File: src/rtl/kpc_pkg.sv
// Shared command codes, bit positions and register bundle for the
// keypad controller command front end.
package kpc_pkg;
    localparam logic [7:0] CMD_ID_RD    = 8'h80;
    localparam logic [7:0] CMD_CFG_WR   = 8'h81;
    localparam logic [7:0] CMD_STAT_RD  = 8'h82;
    localparam logic [7:0] CMD_SOFT_RST = 8'h83;
    localparam logic [7:0] CMD_PULL_WR  = 8'h84;
    localparam logic [7:0] CMD_DIR_WR   = 8'h85;
    localparam logic [7:0] CMD_MASK_WR  = 8'h86;
    localparam logic [7:0] CMD_DIR_RD   = 8'h87;
    localparam logic [7:0] CMD_MASK_RD  = 8'h88;
    localparam logic [7:0] CMD_ACT_WR   = 8'h8B;
    localparam logic [7:0] CMD_ERR_RD   = 8'h8C;
    localparam logic [7:0] CMD_ROT_RD   = 8'h8E;
    localparam logic [7:0] CMD_DEB_WR   = 8'h8F;
    localparam logic [7:0] CMD_SIZE_WR  = 8'h90;
    localparam logic [7:0] CMD_SIZE_RD  = 8'h91;
    localparam logic [7:0] CMD_CFG_RD   = 8'h92;
    localparam logic [7:0] CMD_CLK_WR   = 8'h93;
    localparam logic [7:0] CMD_CLK_RD   = 8'h94;
    localparam logic [7:0] CMD_RETIRED  = 8'hFF;

    localparam logic [7:0] SOFT_RST_KEY = 8'hAA;
    localparam logic [7:0] ID_HI_BYTE   = 8'h04;

    localparam int ST_KEY    = 0;
    localparam int ST_ERR    = 3;
    localparam int ST_NOINIT = 4;
    localparam int ER_BADPAR = 0;
    localparam int ER_UNKCMD = 1;

    localparam int KP_MIN     = 3;
    localparam int KP_ROW_MAX = 12;
    localparam int KP_COL_MAX = 8;

    localparam logic [7:0] RST_CFG    = 8'h80;
    localparam logic [7:0] RST_STATUS = 8'h10;
    localparam logic [7:0] RST_ACT    = 8'd125;
    localparam logic [7:0] RST_DEB    = 8'd3;
    localparam logic [7:0] RST_SIZE   = 8'h33;
    localparam logic [7:0] RST_CLK    = 8'h08;

    typedef struct packed {
        logic [7:0]  cfg;
        logic [7:0]  status;
        logic [7:0]  err;
        logic [7:0]  act;
        logic [7:0]  deb;
        logic [7:0]  size;
        logic [7:0]  clk;
        logic [15:0] pull;
        logic [15:0] dir;
        logic [15:0] mask;
    } kpc_regs_t;
endpackage

File: src/rtl/kpc_xfer_seq.sv
// Transfer sequencer: counts bytes within a transfer and holds the
// current command. Assumes the shim never raises a start strobe in the
// same cycle as a byte strobe; if it does, the start takes priority and
// the byte is dropped.
module kpc_xfer_seq #(
    parameter int IDX_W = 4
) (
    input  logic             clk,
    input  logic             rst_n,
    input  logic             start_i,
    input  logic             wr_i,
    input  logic             rd_i,
    input  logic [7:0]       data_i,
    input  logic             retire_i,
    output logic [7:0]       cmd_o,
    output logic [IDX_W-1:0] idx_o,
    output logic             cmd_phase_o,
    output logic             wr_par_o,
    output logic             rd_ok_o
);
    import kpc_pkg::*;

    localparam logic [IDX_W-1:0] IDX_MAX = '1;

    assign cmd_phase_o = wr_i && !start_i && (idx_o == '0);
    assign wr_par_o    = wr_i && !start_i && (idx_o != '0);
    assign rd_ok_o     = rd_i && !start_i;

    // Byte index: cleared by start, advanced by any byte, saturating.
    always_ff @(posedge clk) begin
        if (!rst_n) begin
            idx_o <= '0;
        end else if (start_i) begin
            idx_o <= '0;
        end else if ((wr_i || rd_i) && idx_o != IDX_MAX) begin
            idx_o <= idx_o + 1'b1;
        end
    end

    // Command holder: latch on the first written byte, retire when done.
    always_ff @(posedge clk) begin
        if (!rst_n) begin
            cmd_o <= CMD_RETIRED;
        end else if (cmd_phase_o) begin
            cmd_o <= data_i;
        end else if (retire_i) begin
            cmd_o <= CMD_RETIRED;
        end
    end

    AST_IDX_ON_START: assert property (@(posedge clk) disable iff (!rst_n)
        start_i |=> (idx_o == '0));
    AST_CMD_LATCHED: assert property (@(posedge clk) disable iff (!rst_n)
        cmd_phase_o |=> (cmd_o == $past(data_i)));
endmodule

File: src/rtl/kpc_param_chk.sv
// Parameter checker: from the held command, the parameter index and the
// byte value, decides whether the parameter is legal, whether the
// command is known for writing, and whether this byte completes it.
// Purely combinational; outputs are meaningful only on a parameter byte.
module kpc_param_chk #(
    parameter int IDX_W = 4
) (
    input  logic [7:0]       cmd_i,
    input  logic [IDX_W-1:0] pidx_i,
    input  logic [7:0]       data_i,
    output logic             bad_par_o,
    output logic             unk_o,
    output logic             done_o
);
    import kpc_pkg::*;

    logic [3:0] rows;
    logic [3:0] cols;
    assign rows = data_i[3:0];
    assign cols = data_i[7:4];

    // Per-command legality and completion rule.
    always_comb begin
        bad_par_o = 1'b0;
        unk_o     = 1'b0;
        done_o    = 1'b0;
        case (cmd_i)
            CMD_CFG_WR, CMD_ACT_WR: done_o = 1'b1;
            CMD_SOFT_RST: begin
                done_o    = 1'b1;
                bad_par_o = (data_i != SOFT_RST_KEY);
            end
            CMD_PULL_WR, CMD_DIR_WR, CMD_MASK_WR: done_o = (pidx_i != '0);
            CMD_DEB_WR: begin
                done_o    = 1'b1;
                bad_par_o = (data_i == 8'h00);
            end
            CMD_SIZE_WR: begin
                done_o    = 1'b1;
                bad_par_o = (32'(rows) < KP_MIN) || (32'(rows) > KP_ROW_MAX) ||
                            (32'(cols) < KP_MIN) || (32'(cols) > KP_COL_MAX);
            end
            CMD_CLK_WR: begin
                done_o    = 1'b1;
                bad_par_o = data_i[1] ^ data_i[0];
            end
            CMD_RETIRED: bad_par_o = 1'b1;
            default:     unk_o     = 1'b1;
        endcase
    end
endmodule

File: src/rtl/kpc_resp_mux.sv
// Response selector: forms the byte returned for a read from the held
// command and the byte index. Flags undefined read commands and status
// reads so the register block can raise errors and clear status.
module kpc_resp_mux #(
    parameter int IDX_W = 4
) (
    input  logic [7:0]         cmd_i,
    input  logic [IDX_W-1:0]   idx_i,
    input  kpc_pkg::kpc_regs_t regs_i,
    output logic [7:0]         data_o,
    output logic               unk_o,
    output logic               stat_rd_o
);
    import kpc_pkg::*;

    logic first;
    logic second;
    assign first  = (idx_i == IDX_W'(0));
    assign second = (idx_i == IDX_W'(1));

    // Byte select per read command.
    always_comb begin
        data_o    = 8'h00;
        unk_o     = 1'b0;
        stat_rd_o = 1'b0;
        case (cmd_i)
            CMD_ID_RD:   data_o = second ? ID_HI_BYTE : 8'h00;
            CMD_STAT_RD: begin
                stat_rd_o = 1'b1;
                data_o    = first ? regs_i.status : 8'h00;
            end
            CMD_DIR_RD:  data_o = first ? regs_i.dir[7:0]  : (second ? regs_i.dir[15:8]  : 8'h00);
            CMD_MASK_RD: data_o = first ? regs_i.mask[7:0] : (second ? regs_i.mask[15:8] : 8'h00);
            CMD_ERR_RD:  data_o = regs_i.err;
            CMD_ROT_RD:  data_o = 8'h00;
            CMD_SIZE_RD: data_o = regs_i.size;
            CMD_CFG_RD:  data_o = {4'h0, regs_i.cfg[3:0]};
            CMD_CLK_RD:  data_o = {regs_i.clk[7:2], 2'b10};
            default:     unk_o  = 1'b1;
        endcase
    end
endmodule

File: src/rtl/kpc_cmd_regs.sv
// Command register front end of a keypad/GPIO controller. Takes byte
// strobes from a serial-bus target shim, applies parameter writes to the
// register set, returns read responses one cycle after the strobe, keeps
// sticky error flags and drives an active-low interrupt from status.
// Assumes at most one of start/write/read strobes per cycle.
module kpc_cmd_regs #(
    parameter int IDX_W = 4
) (
    input  logic        clk,
    input  logic        rst_n,
    input  logic        xfer_start_i,
    input  logic        wr_strobe_i,
    input  logic [7:0]  wr_data_i,
    input  logic        rd_strobe_i,
    input  logic        key_event_i,
    output logic [7:0]  rd_data_o,
    output logic        irq_n_o,
    output logic        fifo_flush_o,
    output logic [7:0]  cfg_o,
    output logic [7:0]  act_time_o,
    output logic [7:0]  debounce_o,
    output logic [7:0]  kp_size_o,
    output logic [7:0]  clk_cfg_o,
    output logic [15:0] gpio_pull_o,
    output logic [15:0] gpio_dir_o,
    output logic [15:0] gpio_mask_o
);
    import kpc_pkg::*;

    kpc_regs_t        q, n;
    logic [7:0]       cmd;
    logic [IDX_W-1:0] idx, pidx;
    logic             cmd_phase, wr_par, rd_ok;
    logic             bad_par, w_unk, done, retire;
    logic [7:0]       resp;
    logic             r_unk, stat_rd;
    logic [7:0]       err_set;
    logic             flush_d;

    assign pidx   = idx - 1'b1;
    assign retire = wr_par && done;

    kpc_xfer_seq #(.IDX_W(IDX_W)) seq_i (
        .clk(clk), .rst_n(rst_n), .start_i(xfer_start_i), .wr_i(wr_strobe_i),
        .rd_i(rd_strobe_i), .data_i(wr_data_i), .retire_i(retire),
        .cmd_o(cmd), .idx_o(idx), .cmd_phase_o(cmd_phase),
        .wr_par_o(wr_par), .rd_ok_o(rd_ok)
    );

    kpc_param_chk #(.IDX_W(IDX_W)) chk_i (
        .cmd_i(cmd), .pidx_i(pidx), .data_i(wr_data_i),
        .bad_par_o(bad_par), .unk_o(w_unk), .done_o(done)
    );

    kpc_resp_mux #(.IDX_W(IDX_W)) resp_i (
        .cmd_i(cmd), .idx_i(idx), .regs_i(q),
        .data_o(resp), .unk_o(r_unk), .stat_rd_o(stat_rd)
    );

    // Next register state: writes, status clear, errors, then key events.
    always_comb begin
        n       = q;
        flush_d = 1'b0;
        err_set = 8'h00;
        if (wr_par) begin
            case (cmd)
                CMD_CFG_WR: begin
                    n.cfg    = wr_data_i;
                    n.status = 8'h00;
                    flush_d  = 1'b1;
                end
                CMD_SOFT_RST: if (!bad_par) begin
                    n.cfg    = RST_CFG;
                    n.status = RST_STATUS;
                    n.act    = RST_ACT;
                    n.deb    = RST_DEB;
                    n.size   = RST_SIZE;
                    n.clk    = RST_CLK;
                end
                CMD_PULL_WR: if (pidx == '0) n.pull = {8'h00, wr_data_i};
                             else            n.pull[15:8] = wr_data_i;
                CMD_DIR_WR:  if (pidx == '0) n.dir = {8'h00, wr_data_i};
                             else            n.dir[15:8] = wr_data_i;
                CMD_MASK_WR: if (pidx == '0) n.mask = {8'h00, wr_data_i};
                             else            n.mask[15:8] = wr_data_i;
                CMD_ACT_WR:  n.act  = wr_data_i;
                CMD_DEB_WR:  n.deb  = wr_data_i;
                CMD_SIZE_WR: n.size = wr_data_i;
                CMD_CLK_WR:  n.clk  = wr_data_i;
                default: ;
            endcase
            err_set[ER_BADPAR] = bad_par;
            err_set[ER_UNKCMD] = w_unk;
        end
        if (rd_ok) begin
            if (r_unk) err_set[ER_UNKCMD] = 1'b1;
            if (stat_rd && !q.status[ST_NOINIT]) n.status = 8'h00;
        end
        if (err_set != 8'h00) begin
            n.err            = q.err | err_set;
            n.status[ST_ERR] = 1'b1;
        end
        if (key_event_i) n.status[ST_KEY] = 1'b1;
    end

    // Register set, response byte and flush pulse.
    always_ff @(posedge clk) begin
        if (!rst_n) begin
            q            <= '{cfg: RST_CFG, status: RST_STATUS, err: 8'h00,
                              act: RST_ACT, deb: RST_DEB, size: RST_SIZE,
                              clk: RST_CLK, pull: 16'h0, dir: 16'h0, mask: 16'h0};
            rd_data_o    <= 8'h00;
            fifo_flush_o <= 1'b0;
        end else begin
            q            <= n;
            fifo_flush_o <= flush_d;
            if (rd_ok) rd_data_o <= resp;
        end
    end

    assign irq_n_o     = (q.status == 8'h00);
    assign cfg_o       = q.cfg;
    assign act_time_o  = q.act;
    assign debounce_o  = q.deb;
    assign kp_size_o   = q.size;
    assign clk_cfg_o   = q.clk;
    assign gpio_pull_o = q.pull;
    assign gpio_dir_o  = q.dir;
    assign gpio_mask_o = q.mask;

    AST_ERR_STICKY: assert property (@(posedge clk) disable iff (!rst_n)
        ((q.err & $past(q.err)) == $past(q.err)));
    AST_ERR_FLAGS_STATUS: assert property (@(posedge clk) disable iff (!rst_n)
        (q.err != $past(q.err)) |-> q.status[ST_ERR]);
    AST_NOINIT_KEPT: assert property (@(posedge clk) disable iff (!rst_n)
        (rd_ok && stat_rd && q.status[ST_NOINIT]) |=> q.status[ST_NOINIT]);
    AST_STAT_READ_CLEARS: assert property (@(posedge clk) disable iff (!rst_n)
        (rd_ok && stat_rd && !q.status[ST_NOINIT] && !key_event_i) |=> irq_n_o);
    AST_RETIRED: assert property (@(posedge clk) disable iff (!rst_n)
        retire |=> (cmd == CMD_RETIRED));
    AST_FLUSH_CLEAN: assert property (@(posedge clk) disable iff (!rst_n)
        fifo_flush_o |-> (q.status[7:1] == 7'h00));
    AST_SOFT_RESET: assert property (@(posedge clk) disable iff (!rst_n)
        (wr_par && cmd == CMD_SOFT_RST && wr_data_i == SOFT_RST_KEY && !key_event_i)
        |=> (q.status == RST_STATUS && q.cfg == RST_CFG));
endmodule

File: config.mk
export PLATFORM = sky130hd
export DESIGN_NAME = kpc_cmd_regs
export DESIGN_NICKNAME = d
export VERILOG_FILES = /design/src/rtl/kpc_pkg.sv /design/src/rtl/kpc_xfer_seq.sv /design/src/rtl/kpc_param_chk.sv /design/src/rtl/kpc_resp_mux.sv /design/src/rtl/kpc_cmd_regs.sv
export SDC_FILE = /design/constraint.sdc
export NUM_CORES = 1
export LEC_CHECK = 0
export CORE_UTILIZATION = 48
export DETAILED_ROUTE_END_ITERATION = 6
export PLACE_DENSITY = 0.84
export SLEW_MARGIN = 20
export SYNTH_ARGS = -nofsm -noshare
export SYNTH_HDL_FRONTEND = slang
export SYNTH_SLANG_ARGS = --single-unit
export TNS_END_PERCENT = 10
File: constraint.sdc
create_clock -name clk -period 2.4 [get_ports clk]
set_clock_uncertainty 0.1 [all_clocks]
set_input_delay 0.48 -clock clk [delete_from_list [all_inputs] [get_ports clk]]
set_output_delay 0.48 -clock clk [all_outputs]
set_load 0.01 [all_outputs]
; After elaboration in Yosys (flattened, before gate mapping)
; Index checks and enable logic that the tools add are counted.
[classes]
n_addsub = 2
order_cmp = 4
n_eq_ne = 23
muxes = 30
bitwise = 3
n_reduce_logical = 43
[ops]
columns = cell, n
row1 = "== test 8 bit, second input constant", 19
row2 = two-way mux 8 bit, 11
row3 = case mux 8 bit (2 select lines), 4
row4 = case mux 8 bit (8 select lines), 1
row5 = two-way mux 32 bit, 1
row6 = case mux 16 bit (2 select lines), 1
row7 = AND reduction 3 bit, 8
row8 = zero test 8 bit, 2
row9 = two-way mux 16 bit, 1
row10 = nonzero test 2 bit, 7
row11 = OR reduction 10 bit, 1
row12 = OR reduction 9 bit, 1
row13 = "> comparator 4 bit, second input constant", 2
row14 = zero test 4 bit, 2
row15 = "less-than comparator 4 x 2 -> 1 bit, second input constant", 2
row16 = "inequality test 8 bit, second input constant", 1
row17 = OR 8 x 2 -> 8 bit, 1
row18 = AND reduction 2 bit, 4
row19 = nonzero test 4 bit, 2
row20 = logical AND 1 bit, 7
row21 = two-way mux 1 bit, 7
row22 = OR reduction 6 bit, 1
row23 = case mux 1 bit (5 select lines), 1
row24 = "adder 4 x 1 -> 4 bit, second input constant", 1
row25 = other kinds (13), 17
[totals]
register_bits = 125
inputBits = 14
out_inout_bits = 98
wordCells = 122

; Logic depth before layout (Yosys ltp)
; Gate-level depths: netlist (run 1).
[depth]
ltp_word = 11
mapped_depth = 10
ltp_nobuf = 8

; Modules after synthesis
; From an unflattened synthesis (run 1), not the netlist that was laid out.
[unflattened]
cells_unflattened = 704
area_unflattened_um2 = 6446.2
[by_module_without_submodules]
columns = mod, n_inst, cells_each, area_per_inst_um2, seq_area_each_um2
row1 = kpc_cmd_regs, 1, 468, 4609.4, 2142.1
row2 = kpc_resp_mux, 1, 126, 927.1, 0.0
row3 = kpc_xfer_seq, 1, 69, 631.9, 240.2
row4 = kpc_param_chk, 1, 41, 277.8, 0.0

; Least setup slack after synthesis (run 1)
; OpenSTA, ideal clock, no wires.
[synth_path]
path_type = input to register
start = in wr_data_i[0]
end = reg q, in the netlist clk_cfg_o[3]
setup_ns = 0.129
t_arrival_ns = 2.351
required_ns = 2.171
path_slack_ns = -0.180
stages = 10
n_path_buf = 2
path_cell_list = clkbuf_1 > inv_1 > ha_1 > nand4_1 > nor4_2 > o21ai_2 > or4_1 > buf_2 > nor3b_1 > o21ai_1
[synth_via]
elab_chain_len = 7
word_cells_on_any_way = 11
classes_between = 2 x order compare / 2 x eq/ne / 1 x mux / 1 x bitwise / 5 x reduce/logical
[synth_lines]
columns = element, line
row1 = "start, declared", kpc_cmd_regs.sv:13  ; input logic [7:0] wr_data_i,
row2 = less-than comparator 4 x 2 -> 1 bit / > comparator 4 bit (equally long branches), kpc_param_chk.sv:40  ; bad_par_o = (32'(rows) < KP_MIN) || (32'(rows) > KP_ROW_MAX) ||
row3 = logical OR 1 bit (2 in series), kpc_param_chk.sv:40
row4 = logical OR 1 bit, kpc_param_chk.sv:41  ; (32'(cols) < KP_MIN) || (32'(cols) > KP_COL_MAX);
row5 = case mux 1 bit (5 select lines) *, kpc_param_chk.sv:27  ; case (cmd_i)
row6 = inequality test 2 bit (no source line) *, n/a
row7 = AND reduction 3 bit (no source line) *, n/a
row8 = "end signal, assigned", kpc_cmd_regs.sv:109  ; q <= '{cfg: RST_CFG, status: RST_STATUS, err: 8'h00,
row9 = "end signal, assigned", kpc_cmd_regs.sv:115  ; q <= n;
row10 = "end, declared", kpc_cmd_regs.sv:30  ; kpc_regs_t q, n;
; Mark *: on every way between the ends. The rest lies on a longest branch, timed or not.
; A chain may end at the register's enable or synchronous reset.

; Final worst setup path (run 1)
[layout_path]
start = reg q[93] (netlist bit)
end = out irq_n_o
[layout_via]
elab_chain_len = 1
[layout_lines]
columns = element, line
row1 = zero test 8 bit, kpc_cmd_regs.sv:121  ; assign irq_n_o = (q.status == 8'h00);
row2 = "end, declared", kpc_cmd_regs.sv:17  ; output logic irq_n_o,
; No other way between the ends.

==> results of run 1 <==
what timing repair did:
action | CTS | global route
setup buffers | 0 | 2
pin swaps | 0 | 3
endpoints found under the setup margin | 5 | 38
resized for setup | 2 | 16
endpoints found under the hold margin | 0 | 0
synthesized netlist by cell type, types with 12 or more instances:
| library cell | number |
|---|---|
| sky130_fd_sc_hd__dfxtp_1 | 119 |
| sky130_fd_sc_hd__nand2_1 | 92 |
| sky130_fd_sc_hd__buf_4 | 88 |
| sky130_fd_sc_hd__nor2b_1 | 50 |
| sky130_fd_sc_hd__nand3_1 | 40 |
| sky130_fd_sc_hd__a21boi_0 | 35 |
| sky130_fd_sc_hd__mux2i_1 | 30 |
| sky130_fd_sc_hd__nor2_1 | 30 |
| sky130_fd_sc_hd__clkbuf_1 | 25 |
| sky130_fd_sc_hd__o21ai_0 | 21 |
| sky130_fd_sc_hd__nor3_1 | 19 |
| sky130_fd_sc_hd__a22o_1 | 15 |
| sky130_fd_sc_hd__buf_2 | 15 |
| sky130_fd_sc_hd__and2_1 | 13 |
| sky130_fd_sc_hd__nand2b_1 | 12 |
state kept, by name (all words and copies together), names as in the netlist:
| register | flops |
|---|---|
| gpio_dir_o | 16 |
| gpio_mask_o | 16 |
| gpio_pull_o | 16 |
| q | 10 |
| act_time_o | 8 |
| cfg_o | 8 |
| clk_cfg_o | 8 |
| debounce_o | 8 |
| kp_size_o | 8 |
| rd_data_o | 8 |
| seq_i.cmd_o | 8 |
| seq_i.idx_o | 4 |
| fifo_flush_o | 1 |
cell type report:
class,count,area (um^2),area share
Multi-Input combinational cell,496,3270,0.400
Tap cell,176,220,0.0269
Clock inverter,8,123,0.0150
Clock buffer,22,474,0.0580
Inverter,7,26.3,0.00321
Sequential cell,119,2380,0.291
Timing Repair Buffer,182,1680,0.206
worst paths after layout:
check / startpoint / endpoint / slack (ns) / cells past startpoint
worst min register to register: q[81]$_SDFFE_PN0P_ / q[81]$_SDFFE_PN0P_ / 0.37 / 1
worst max register to register: seq_i.cmd_o[1]$_SDFFE_PN1P_ / debounce_o[0]$_SDFFE_PN1P_ / 0.1 / 6
worst min-delay path: q[81]$_SDFFE_PN0P_ / q[81]$_SDFFE_PN0P_ / 0.37 / 1
worst max-delay path: q[93]$_SDFF_PN0_ / irq_n_o / 0.1 / 3
routing by layer:
layer  GRT usage  wire length [um]
met1       0.334              7700
met3      0.0627              1430
met2       0.431              8600
met5           0                 0
met4       0.104               517
through the flow:
| stage | cells | setup WS, ns |
|---|---|---|
| floorplan | 754 | -0.0949 |
| global placement | 978 | -0.414 |
| detailed placement | 978 | -0.434 |
| CTS | 1008 | -0.0407 |
| global route | 1010 | 0.0000331 |
| finish | 1010 | 0.0971 |
power by group:
group          total [uW]  switching (uW)  internal (uW)
Combinational         324             191            133
Clock                2590             894           1700
Sequential           2010            16.3           1990
cells by family after synthesis:
| group | count (synthesis) | synth area share |
|---|---|---|
| buffers and inverters | 139 | 0.137 |
| adders and majority gates | 8 | 0.0154 |
| and+or+nand+nor | 309 | 0.264 |
| muxes | 30 | 0.0463 |
| AOI/OAI and AO/OA | 146 | 0.166 |
| xor gates and xnor gates | 3 | 0.00405 |
| DFF | 119 | 0.367 |
==> summary.md, run 1 <==
The run gives 754 as the post-synthesis cell count. H-tree depth: 4. Setup repair after global routing left no endpoint under its margin. Summed over all failing endpoints, the final setup total negative slack is 0 ns.

The CTS root buffer is sky130_fd_sc_hd__clkbuf_16. For the number of warnings reported in the yosys synthesis log, the log shows 0. The number of hold violations in the final report was 0. On the final layout, the worst hold slack is 0.368 ns.

The repair_antennas step left the layout with diodes totalling 0. Entering global routing, the biggest net connects 48 pins. A synthesized cell averages 8.60 um^2. The slowest stage of the critical path belongs to the cell sky130_fd_sc_hd__or4_1. For this design the ratio of total power to cell area is 602 nW/um^2. The clock latency of the later-clocked register in the worst-skew pair was 0.42 ns. The tools report the first-pass GRT wire length as 28800 um. The overall routing resource usage came out at 0.264. The logs give 0.367 for the sequential cell area fraction in the yosys report and 5438 for the via count of the first global-routing pass. The logs give 0 for the number of remaining DRC errors and 5750 for the overall via count from detail_route.

The count of nets left with antenna violations once routing finished came out at 0. The setup path with the least slack is of type reg2out. For the utilization after layout, the log shows 0.620.

After clock tree synthesis, the clock-pin slew on the worst setup and hold paths is 0.05 ns. The category of the worst setup path capture point is a primary output. For this design the static power due to leakage is 0.00299 uW. The starting utilization of the core area was 0.492. The number of max-capacitance violations reported was 0; the area share of the largest cell type after synthesis was 0.367.

On the critical path the largest part of the delay comes from simple AND/OR/NAND/NOR gates. The headroom to the max-slew limit was 0.647. Yosys attributes the largest share of cell area to sky130_fd_sc_hd__dfxtp_1 (37%), sky130_fd_sc_hd__buf_4 (10%), sky130_fd_sc_hd__nand2_1 (5.3%), sky130_fd_sc_hd__nor2b_1 (4.8%), sky130_fd_sc_hd__mux2i_1 (4.6%).

Synthesis inferred 119 register bits. The run gives 112 as the number of top-level pins. The number of iterations in the first detailed-routing pass is 6, and the slew at the pin closest to its max-slew limit is 0.525 ns.

The library cell used most frequently in the layout, excluding fill and tap cells, is sky130_fd_sc_hd__dfxtp_1. Global routing finished with a remaining overflow of 0. Once layout is done, the placed cells without fillers occupy 8180 um^2. The post-synthesis instance area was 6490 um^2. After detailed placement, the total cell area comes to 7520 um^2.

The tools report the total half-perimeter wirelength after legalization and detailed placement as 13000 um. The largest vdd supply drop was 0.516 mV. Counting along the longest clock path gives a buffer depth of 2. The count of flip-flops with a built-in enable after synthesis works out to 0. The critical path goes through or4_1 > nor2_1 > dlygate4sd2_1.

Subtracting the final worst setup slack from the clock period gives 2.30 ns. TritonCTS built the clock tree. The tools report the layout net count as 845. The main flop type after synthesis was sky130_fd_sc_hd__dfxtp_1. The floorplan step set the die height to 118 um. Buffers inserted to repair hold after CTS numbered 0. The die covers 14000 um^2. The layout-stage area growth over the synthesis result came out at 26.1%.

The highest clock frequency the design can meet was 434 MHz. The number of antenna violations at the first check in global routing is 0, and the post-detailed-route via-to-cell ratio is 5.69. The count of clock tree sinks came out at 119. The worst stage delay on the critical path works out to 0.53 ns. The min-delay analysis places its worst path in the category reg2reg.

Port buffering added 111 buffers. Setup violations remaining at the end of the flow were counted as 0. First-iteration detailed-routing DRC count: 613. At the worst endpoint, the required time is 1.82 ns. The largest total area in the synthesized netlist belongs to sky130_fd_sc_hd__dfxtp_1. Number of buffers added by the clock tree synthesis step: 17. The final period utilization is 0.960, and the last weighted congestion value of the routability-driven placer is 0.989. The async set or reset register ratio after synthesis came out at 0. Of all nets on the critical path, the largest fanout is 3. The proportion of layout cells with a drive suffix above 1 was 0.161; the count of standard-cell rows was 42. In the layout the commonest cells are sky130_fd_sc_hd__dfxtp_1 (119), sky130_fd_sc_hd__clkdlybuf4s50_1 (107), sky130_fd_sc_hd__nand2_1 (92).

The unique cell type count in the Yosys netlist came out at 70. The area inside the core boundary was 13200 um^2; the critical path buffer and inverter count was 1. The arrival time of the worst setup path is 1.72 ns.

The max-slew violation total from the final report was 0. After filler insertion, the fill cell instance count of the layout stands at 1043. Dividing the detail-routed wire length by the instance count gives 18.1 um. The number of nets produced by synthesis was 776. The run finished with clean final reports.

Total power for the finished layout comes to 4920 uW. The die span in x was 118 um; the wire length reported by the detailed router was 18200 um. The worst setup path is launched from a register.
Note: power is estimated with default switching activity, not from simulation.
==> inputs of run 2 (changes only) <==
Settings changed: PLACE_DENSITY 0.84 to 0.77.
==> run 2 against run 1 <==
Net effect:
- worst hold slack lost 0.059 ns
- count of clock-buffer cells in the layout shrank 2
- clock power shrank 7%
- utilization grew 0.43 points
- total power shrank 3.3%
- first-iteration DRC count shrank 30%
- via count shrank 0.49%
- largest power group unchanged
==> summary.md, run 2 (synthesis results as in run 1) <==
The cell depth of the worst min-delay path came out at 2. The cell leakage power is 0.00304 uW. For the headroom to the max-slew limit, the log shows 0.653. Counting cells, the worst reg-to-reg path comes to 9. The run gives 0.447 mV as the largest vdd supply drop. The path class of the tightest hold or removal check is in2reg.

For this design the total switching power over the nets is 1100 uW. Once layout is complete, the cells apart from fillers number 1021. The logs give 5610 for the via count of the first global-routing pass and 0 for the number of antenna violations at the first check in global routing. The first-iteration detailed-routing DRC count came out at 427. Setup repair after global routing could not meet its margin everywhere. The leading cell type in the layout, fill and taps excluded was sky130_fd_sc_hd__dfxtp_1. The tools report the first-pass GRT wire length as 29800 um. The tools report the number of hold violations in the final report as 0.

The floorplan step set the die height to 118 um. The number of buffers added by the clock tree synthesis step is 17. Net switching share of the total power: 0.231. Static timing analysis puts the maximum clock frequency at 435 MHz.

The count of final setup violators was 0; the die area was 14000 um^2. Wire length per cell after detailed routing: 18.5 um. The largest single stage delay on the critical path is 0.53 ns. The proportion of layout cells with a drive suffix above 1 came out at 0.173. In this run the power density over the cells is 578 nW/um^2. The critical path runs through a total of 3 cells. The first TritonRoute pass finished after 5 iterations. The terminating pin of the worst hold path is seq_i.cmd_o[0]$_SDFFE_PN1P_. The detail route stage leaves a number of antenna-violating nets equal to 0. For the utilization after layout, the log shows 0.624. For this block, the via count after detailed routing is 5722. The flow ran to the end, and the final reports show no timing, DRC or antenna violations. The tools report the layout net count as 856. On the critical path, the stage with the largest delay is an instance of sky130_fd_sc_hd__or4_1. The wire-length estimate of the detail-placed layout is 13800 um. TritonCTS built the clock tree. The final period utilization is 0.959, and the pin count of the biggest net entering global routing is 35. Number of remaining DRC errors: 0. Leaving out fill and tap cells, the most frequent cells in the layout are sky130_fd_sc_hd__dfxtp_1 (119), sky130_fd_sc_hd__clkdlybuf4s50_1 (107), sky130_fd_sc_hd__nand2_1 (91).

The repair_antennas step left the layout with diodes totalling 0. The number of top-level pins is 112, and the number of max-capacitance violations reported is 0. Category of the worst setup path capture point: a primary output.

The tools report the hold path startpoint as rst_n. Traced cell by cell, the critical path runs through or4_1 > nor2_1 > dlygate4sd2_1. The last weighted congestion value of the routability-driven placer is 0.896. The final critical-path required period is 2.30 ns, and the wire length reported by the detailed router is 18900 um. CTS saw 119 sinks.

Slew at the pin closest to its max-slew limit: 0.517 ns. At the worst endpoint, the arrival time is 1.72 ns. The endpoint identified for the worst register-to-register timing path is debounce_o[3]$_SDFFE_PN0P_. The total global routing overflow is 0. In this run the horizontal extent of the chip is 118 um. The tree is rooted in a sky130_fd_sc_hd__clkbuf_16. Clock-pin slew was measured on the worst setup and hold paths at 0.06 ns. The tools report the startpoint of the worst register-to-register path as seq_i.cmd_o[7]$_SDFFE_PN1P_. The tools report the overall routing resource usage as 0.276.

The critical path in this run is classified as reg2out. The tools report the sequential cell area as 2380 um^2. Broken down by cell family, the worst path's largest delay share belongs to simple AND/OR/NAND/NOR gates. Tracing the worst setup path back leads to its startpoint at q[93]$_SDFF_PN0_. The longest clock path from root to sink contains 2 buffers. The max-slew violation total from the final report is 0, and the clock latency of the later-clocked register in the worst-skew pair is 0.42 ns. The tools report the clock network power share as 0.507. The H-tree was split into 4 levels. The setup check on the worst reg-to-reg path leaves a slack of 0.1 ns.

Count of input and output buffers: 111. The internal power of the cells totals 3660 uW. The fraction of power consumed by combinational cells was 0.071; the layout-stage area growth over the synthesis result was 26.9%. The run gives 0.492 as the starting utilization of the core area.

The worst setup path is launched from a register. The post-detailed-route via-to-cell ratio is 5.60. The filler cells instantiated in the layout total 1093. For the area of the multi-input gates, the log shows 3270 um^2. The part of the total power dissipated in sequential elements was 0.422.

Along the worst path, the maximum fanout reaches 3. The smallest setup slack after layout came out at 0.0988 ns. The run gives 13200 um^2 as the area inside the core boundary. The critical path buffer and inverter count is 1, and the data required time at the worst endpoint is 1.82 ns. At the placement stage, the worst setup path has a slack of -0.498 ns. The total instance count after detailed placement is 986, and the count of standard-cell rows is 42.
==> run 2: how the worst max path moves through the flow <==
| stage | to | slack [ns] |
|---|---|---|
| floorplan | clk_cfg_o[3]$_SDFFE_PN1P_ | -0.09 |
| global placement | clk_cfg_o[1]$_SDFFE_PN0P_ | -0.38 |
| detailed placement | clk_cfg_o[2]$_SDFFE_PN0P_ | -0.50 |
| CTS | clk_cfg_o[2]$_SDFFE_PN0P_ | -0.06 |
| global route | rd_data_o[1]$_SDFFE_PN0P_ | -0.007 |
| finish | irq_n_o | 0.1 |
==> run 2: area by class of cell <==
| cell class | instances | share of cell area |
|---|---|---|
| flip-flops and latches | 119 | 0.289 |
| clock inverters | 10 | 0.0129 |
| repair buffers | 193 | 0.217 |
| clock buffers | 20 | 0.0542 |
| well taps | 176 | 0.0267 |
| multi-input cells | 496 | 0.397 |
| inverters | 7 | 0.00319 |
==> run 2: stage by stage <==
stage | setup TNS (ns) | hold WS (ns) | cell area [um^2] | total power (uW)
floorplan | -0.0949 | 0.326 | 6500 | 2220
global placement | -14.85 | 0.352 | 7580 | 2370
detailed placement | -19.49 | 0.362 | 7580 | 2370
CTS | -0.173 | 0.293 | 8130 | 4760
global route | -0.00669 | 0.303 | 8230 | 4900
finish | 0 | 0.309 | 8230 | 4760
==> run 2: layer usage <==
metal | part of all wire | global-route usage | up-vias
met1 | 0.44 | 0.355 | 2751
met5 | 0 | 0 | -
met3 | 0.057 | 0.0487 | 28
met2 | 0.48 | 0.451 | 222
met4 | 0.023 | 0.125 | 0
li1 | - | - | 2721
==> run 2: worst reg2reg max path: cells and delay by family, from the launching register on <==
kind / cells / cell delay, ns
buffers and inverters: 3 / 0.52
AOI/OAI and AO/OA: 2 / 0.20
DFF: 1 / 0.42
and+or+nand+nor: 4 / 0.96
==> run 2: power by group through the flow <==
stage                     clock, uW  sequential, uW  combinational (uW)
after CTS                      2430            2010                 321
after global placement            0            2050                 316
after floorplan                   0            2040                 178
after detailed placement          0            2050                 320
final                          2420            2010                 336
after global routing           2530            2010                 360
==> run 2: timing repair <==
action / 4_1_cts / 5_1_grt
resized for setup: 2 / 16
endpoints found under the setup margin: 9 / 45
hold buffers: 0 / 0
pin swaps: 0 / 5
setup buffers: 0 / 5
hold endpoints to repair: 0 / 0
==> inputs of run 3 (changes only) <==
Settings changed: ABC_CLOCK_PERIOD_IN_PS set to 2400.
==> results of run 3 <==
The final DEF is identical to that of run 2; final timing and power are the same.
